===== config.mk =====
export PLATFORM = sky130hd
export DESIGN_NAME = insn_decoder
export DESIGN_NICKNAME = d
export VERILOG_FILES = /design/src/rtl/insn_pkg.sv /design/src/rtl/insn_sext.sv /design/src/rtl/insn_dec_core.sv /design/src/rtl/insn_dec_reg.sv /design/src/rtl/insn_decoder.sv
export SDC_FILE = /design/constraint.sdc
export NUM_CORES = 1
export LEC_CHECK = 0
export ABC_AREA = 1
export BUFFER_PORTS_ARGS = -buffer_cell sky130_fd_sc_hd__buf_2
export CORE_MARGIN = 4
export CORE_UTILIZATION = 30
export CTS_CLUSTER_SIZE = 24
export DETAILED_ROUTE_END_ITERATION = 10
export GPL_TIMING_DRIVEN = 0
export HOLD_SLACK_MARGIN = 0.03
export MAX_ROUTING_LAYER = met4
export PLACE_DENSITY = 0.62
export SLEW_MARGIN = 20
export SYNTH_ARGS = -nofsm -noshare
export SYNTH_HDL_FRONTEND = slang
export SYNTH_SLANG_ARGS = --single-unit

===== constraint.sdc =====
create_clock -name clk_i -period 0.8 [get_ports clk_i]
set_input_delay 0.04 -clock clk_i [delete_from_list [all_inputs] [get_ports clk_i]]
set_output_delay 0.04 -clock clk_i [all_outputs]
set_load 0.1 [all_outputs]

===== src/rtl/insn_pkg.sv =====
package insn_pkg;
  localparam int unsigned WORD_W = 16;
  localparam int unsigned IDX_W  = 4;

  typedef enum logic [2:0] {
    BR_NONE = 3'd0,
    BR_NZ   = 3'd1,
    BR_Z    = 3'd2,
    BR_REL  = 3'd3,
    BR_REG  = 3'd4
  } br_kind_e;

  localparam logic [IDX_W-1:0] FN_MOV   = 4'h0;
  localparam logic [IDX_W-1:0] FN_ADD   = 4'h4;
  localparam logic [IDX_W-1:0] FN_MHI   = 4'h7;
  localparam logic [IDX_W-1:0] LINK_IDX = 4'd14;

  typedef struct packed {
    logic [IDX_W-1:0]  ra;
    logic [IDX_W-1:0]  rb;
    logic [IDX_W-1:0]  rd;
    logic [IDX_W-1:0]  fn;
    logic [WORD_W-1:0] imm;
    logic              rf_we;
    logic              opb_imm;
    logic              mem_rd;
    logic              mem_wr;
    br_kind_e          br;
    logic              link;
    logic              illegal;
  } dec_t;
endpackage


===== src/rtl/insn_sext.sv =====
module insn_sext #(
  parameter int unsigned IN_W  = 8,
  parameter int unsigned OUT_W = 16
) (
  input  logic [IN_W-1:0]  val_i,
  output logic [OUT_W-1:0] ext_o
);
  localparam int unsigned PAD_W = OUT_W - IN_W;
  assign ext_o = {{PAD_W{val_i[IN_W-1]}}, val_i};
endmodule


===== src/rtl/insn_dec_core.sv =====
module insn_dec_core
  import insn_pkg::*;
(
  input  logic [WORD_W-1:0] insn_i,
  output dec_t              dec_o
);
  localparam int unsigned IMM4_W  = 4;
  localparam int unsigned IMM8_W  = 8;
  localparam int unsigned IMM12_W = 12;

  logic [WORD_W-1:0] imm4, imm8, imm12;
  logic [3:0] op, hi, mid, ra_f;

  assign op   = insn_i[3:0];
  assign ra_f = insn_i[7:4];
  assign mid  = insn_i[11:8];
  assign hi   = insn_i[15:12];

  insn_sext #(.IN_W(IMM4_W),  .OUT_W(WORD_W)) u_sx4  (.val_i(insn_i[15:12]), .ext_o(imm4));
  insn_sext #(.IN_W(IMM8_W),  .OUT_W(WORD_W)) u_sx8  (.val_i(insn_i[15:8]),  .ext_o(imm8));
  insn_sext #(.IN_W(IMM12_W), .OUT_W(WORD_W)) u_sx12 (.val_i(insn_i[15:4]),  .ext_o(imm12));

  always_comb begin
    dec_o = '0;
    dec_o.br = BR_NONE;
    unique casez (op)
      4'b000?: begin
        dec_o.ra      = ra_f;
        dec_o.rd      = ra_f;
        dec_o.fn      = op[0] ? FN_MHI : FN_MOV;
        dec_o.imm     = imm8;
        dec_o.opb_imm = 1'b1;
        dec_o.rf_we   = 1'b1;
      end
      4'b0010: begin
        dec_o.ra    = ra_f;
        dec_o.rb    = mid;
        dec_o.rd    = ra_f;
        dec_o.fn    = hi;
        dec_o.rf_we = 1'b1;
      end
      4'b0011: begin
        dec_o.ra      = ra_f;
        dec_o.rd      = ra_f;
        dec_o.fn      = mid;
        dec_o.imm     = imm4;
        dec_o.opb_imm = 1'b1;
        dec_o.rf_we   = 1'b1;
      end
      4'b01??: begin
        dec_o.ra    = ra_f;
        dec_o.rb    = mid;
        dec_o.rd    = {2'b00, op[1:0]};
        dec_o.fn    = hi;
        dec_o.rf_we = 1'b1;
      end
      4'b100?: begin
        dec_o.ra      = ra_f;
        dec_o.rb      = mid;
        dec_o.fn      = FN_ADD;
        dec_o.imm     = imm4;
        dec_o.opb_imm = 1'b1;
        dec_o.mem_rd  = ~op[0];
        dec_o.mem_wr  = op[0];
        dec_o.rf_we   = ~op[0];
        dec_o.rd      = op[0] ? '0 : ra_f;
      end
      4'b101?: begin
        dec_o.ra  = ra_f;
        dec_o.imm = imm8;
        dec_o.br  = op[0] ? BR_Z : BR_NZ;
      end
      4'b110?: begin
        dec_o.imm   = imm12;
        dec_o.br    = BR_REL;
        dec_o.link  = op[0];
        dec_o.rf_we = op[0];
        dec_o.rd    = op[0] ? LINK_IDX : '0;
      end
      4'b1110: begin
        unique casez (hi)
          4'b000?: begin
            dec_o.rb    = mid;
            dec_o.br    = BR_REG;
            dec_o.link  = hi[0];
            dec_o.rf_we = hi[0];
            dec_o.rd    = hi[0] ? LINK_IDX : '0;
          end
          4'b0010: ;
          default: dec_o.illegal = 1'b1;
        endcase
      end
      default: dec_o.illegal = 1'b1;
    endcase
  end
endmodule


===== src/rtl/insn_dec_reg.sv =====
module insn_dec_reg
  import insn_pkg::*;
(
  input  logic clk_i,
  input  logic rst_ni,
  input  logic valid_i,
  input  dec_t dec_i,
  output logic vld_o,
  output dec_t dec_o
);
  always_ff @(posedge clk_i or negedge rst_ni) begin
    if (!rst_ni) begin
      vld_o <= 1'b0;
      dec_o <= '0;
    end else begin
      vld_o <= valid_i;
      dec_o <= valid_i ? dec_i : '0;  // bubble clears all controls
    end
  end
endmodule


===== src/rtl/insn_decoder.sv =====
module insn_decoder
  import insn_pkg::*;
(
  input  logic              clk_i,
  input  logic              rst_ni,
  input  logic              valid_i,
  input  logic [WORD_W-1:0] insn_i,
  output logic              vld_o,
  output logic [IDX_W-1:0]  ra_o,
  output logic [IDX_W-1:0]  rb_o,
  output logic [IDX_W-1:0]  rd_o,
  output logic [IDX_W-1:0]  fn_o,
  output logic [WORD_W-1:0] imm_o,
  output logic              rf_we_o,
  output logic              opb_imm_o,
  output logic              mem_rd_o,
  output logic              mem_wr_o,
  output logic [2:0]        br_kind_o,
  output logic              link_o,
  output logic              illegal_o
);
  dec_t dec_c, dec_q;

  insn_dec_core u_core (.insn_i(insn_i), .dec_o(dec_c));

  insn_dec_reg u_reg (
    .clk_i(clk_i), .rst_ni(rst_ni), .valid_i(valid_i),
    .dec_i(dec_c), .vld_o(vld_o), .dec_o(dec_q)
  );

  assign ra_o      = dec_q.ra;
  assign rb_o      = dec_q.rb;
  assign rd_o      = dec_q.rd;
  assign fn_o      = dec_q.fn;
  assign imm_o     = dec_q.imm;
  assign rf_we_o   = dec_q.rf_we;
  assign opb_imm_o = dec_q.opb_imm;
  assign mem_rd_o  = dec_q.mem_rd;
  assign mem_wr_o  = dec_q.mem_wr;
  assign br_kind_o = dec_q.br;
  assign link_o    = dec_q.link;
  assign illegal_o = dec_q.illegal;
endmodule


==> out/qor.csv <==
stage,metric,value,unit
detailed_routing,drtAntennaViolNets,0,
power_and_ir_drop,ir_worst_vdd,0.000883,V
timing,max_freq,0.859,GHz
detailed_routing,vias_per_cell,4.47,
logic_synthesis,ys_seq_elements,38,
logic_synthesis,synth_area,0.00168,mm^2
detailed_routing,wl,4440,um
global_route,first_global_vias,1597,
layout,diodes,0,
worst_setup_path,startpoint_type,flop,
detailed_routing,wl_met3,252,um
worst_setup_path,crit_path_max_fanout,5,
outcome,violations,"hold timing, setup timing",
timing,relSlewSlack,0.458,
place,dp_hpwl,3160,um
outcome,status,"finished, violations left",
timing,finalSetupViolCount,43,
timing,fin_tns_setup,-5.71,ns
worst_setup_path,cp_data_required_time,0.76,ns
layout,fin_nets,294,
power_and_ir_drop,p_per_area,1780,mW/mm^2
detailed_routing,top_layer,met4,
logic_synthesis,ys.flop_type,dfrtp_1,
logic_synthesis,syn_nets,222,
run,maxCapViolCount,0,
place,gp_congestion,0.901,
worst_setup_path,worstPathArrival,1.12,ns
floorplan,start_util,0.319,
floorplan,die_x,82.8,um
floorplan,num_rows,26,
logic_synthesis,synth_cell_types,23,
clock_tree,htree_levels,2,
timing,rsz0062_at_grt,true,
global_route,overflow,0,
timing,drv_slew,0,
logic_synthesis,synth_edf_count,0,
worst_setup_path,crit_type,reg2out,
logic_synthesis,ys_top_cells_by_count,"nand2_1 (66), dfrtp_1 (38), inv_1 (26)",
logic_synthesis,ys_warn_count,0,
detailed_routing,avgRoutedWirePerCell,12.9,um
floorplan,die_y,82.8,um
logic_synthesis,yosysTopAreaCell,dfrtp_1,
detailed_routing,first_iter_violations,127,
clock_tree,clock_tree.root_cell,clkbuf_8,
detailed_routing,wl_met2,2300,um
layout,post-route-util,0.520,
timing,finalWorstSetupSlack,-0.364,ns
detailed_routing,drt_pass1_iterations,4,
worst_setup_path,cp-end-kind,output pin,
logic_synthesis,synth_area_per_cell,8.28,um^2
logic_synthesis,seq_area_frac_synth,0.566,
detailed_routing,m1WireLength,1850,um
global_route,grt_pass1_wl,7690,um
clock_tree,cts_max_path_buffers,2,
global_route,grt_usage,0.142,
floorplan,ios,61,
timing,period_needed,1.16,ns
power_and_ir_drop,finalPower,0.00489,W
detailed_routing,vias,1541,
global_route,antenna_found_initial,0,
hold_path,hold_class,in2async,
clock_tree,cts_buffers,5,
global_route,grt_max_degree,39,
timing,finalHoldViolations,38,
clock_tree,cts_tree,done,
layout,syn2layout_area_growth,63.1,%
floorplan,die-area,0.00686,mm^2
detailed_routing,post-route-drc-count,0,
timing,fin_crit_sh,1.45,
logic_synthesis,yosysMostFrequentCell,nand2_1,
layout,fillers,501,
place,portBuffers,59,
layout,drive_gt1_frac,0.469,
timing,worstMarginPinSlew,0.813,ns
logic_synthesis,synth_top_area_frac,0.566,
power_and_ir_drop,leakagePower,1.37,nW
floorplan,core_area,0.00527,mm^2
logic_synthesis,synthCells,203,
clock_tree,path_clk_slew,0.07,ns
clock_tree,clock_sinks,38,
logic_synthesis,synth_area_leaders,"dfrtp_1 (57%), nand2_1 (15%), inv_1 (5.8%)",
timing,worst_hold_slack,-0.157,ns
logic_synthesis,async_flop_share,1.00,
critical path, stage by stage, from the launching register on:
cell and delay, ns:
dfrtp_4 0.54, buf_12 0.15, buf_12 0.15
logic make-up (layout without fill, tap and decap cells):
| logic type | Yosys count | count (layout) | synth area share |
|---|---|---|---|
| simple gates | 102 | 102 | 0.246 |
| buf+inv | 39 | 111 | 0.0998 |
| flops | 38 | 38 | 0.566 |
| compound gates | 24 | 24 | 0.0879 |
layer usage:
metal | global-route usage | vias up
li1 | - | 770
met1 | 0.172 | 718
met2 | 0.230 | 49
met3 | 0.0475 | 4
met4 | 0.0371 | 0
met5 | - | -
final cells by class:
cell class	instances	area, um^2	share of cell area
Sequential cell	38	1000	0.365
Timing Repair Buffer	65	734	0.268
Multi-Input combinational cell	126	609	0.222
Buffer	9	116	0.0424
Inverter	30	116	0.0424
Tap cell	70	87.6	0.0319
Clock buffer	7	76.3	0.0278
where the power goes:
group	internal (W)	switching [W]
registers	0.00203	0.0000605
clock network	0.000599	0.000610
logic	0.000457	0.00113
total	0.00308	0.00180
flip-flops by register name (all words and copies together) (netlist names):
register / count
u_reg.vld_o: 1
u_reg.dec_o: 37
stage by stage:
| step | hold WS, ns | area (um^2) | cells | setup WS, ns |
|---|---|---|---|---|
| final | -0.157 | 2740 | 345 | -0.364 |
| after global routing | -0.0902 | 2740 | 345 | -0.396 |
| after floorplan | -0.256 | 1800 | 203 | -0.126 |
| after CTS | -0.132 | 2630 | 344 | -0.374 |
| after detailed placement | 0.162 | 2180 | 332 | -0.357 |
| after global placement | 0.162 | 2180 | 332 | -0.375 |
cell usage in the layout, fill, tap and decap left out, types with 2 or more instances in the layout:
cell / count
clkbuf_4: 2
inv_2: 4
buf_2: 16
nand3_1: 13
o21ai_1: 2
buf_8: 13
clkbuf_8: 5
nand2_2: 5
a31oi_1: 5
nor2_2: 2
buf_12: 12
dlygate4sd3_1: 5
nor2_1: 15
inv_1: 25
nand2_4: 2
o211ai_1: 4
a21oi_1: 8
clkbuf_1: 2
buf_4: 4
buf_6: 21
nand2_1: 61
dfrtp_2: 37
how the worst max path moves through the flow:
stage	start	to	depth (start not counted)
floorplan	u_reg.dec_o[23]	imm_o[12]	1
global placement	valid_i	u_reg.dec_o[35]	5
detailed placement	valid_i	u_reg.dec_o[33]	5
CTS	u_reg.dec_o[23]	imm_o[15]	2
global route	u_reg.dec_o[23]	imm_o[15]	2
finish	u_reg.dec_o[23]	imm_o[15]	2
repair_timing:
| item | in CTS | in global routing |
|---|---|---|
| hold buffers | 5 | 1 |
| resized for setup | 98 | 27 |
| endpoints found under the setup margin | 51 | 67 |
| hold endpoints to repair | 46 | 40 |
| buffers inserted | 0 | 2 |
(Power assumes the default switching activity.)
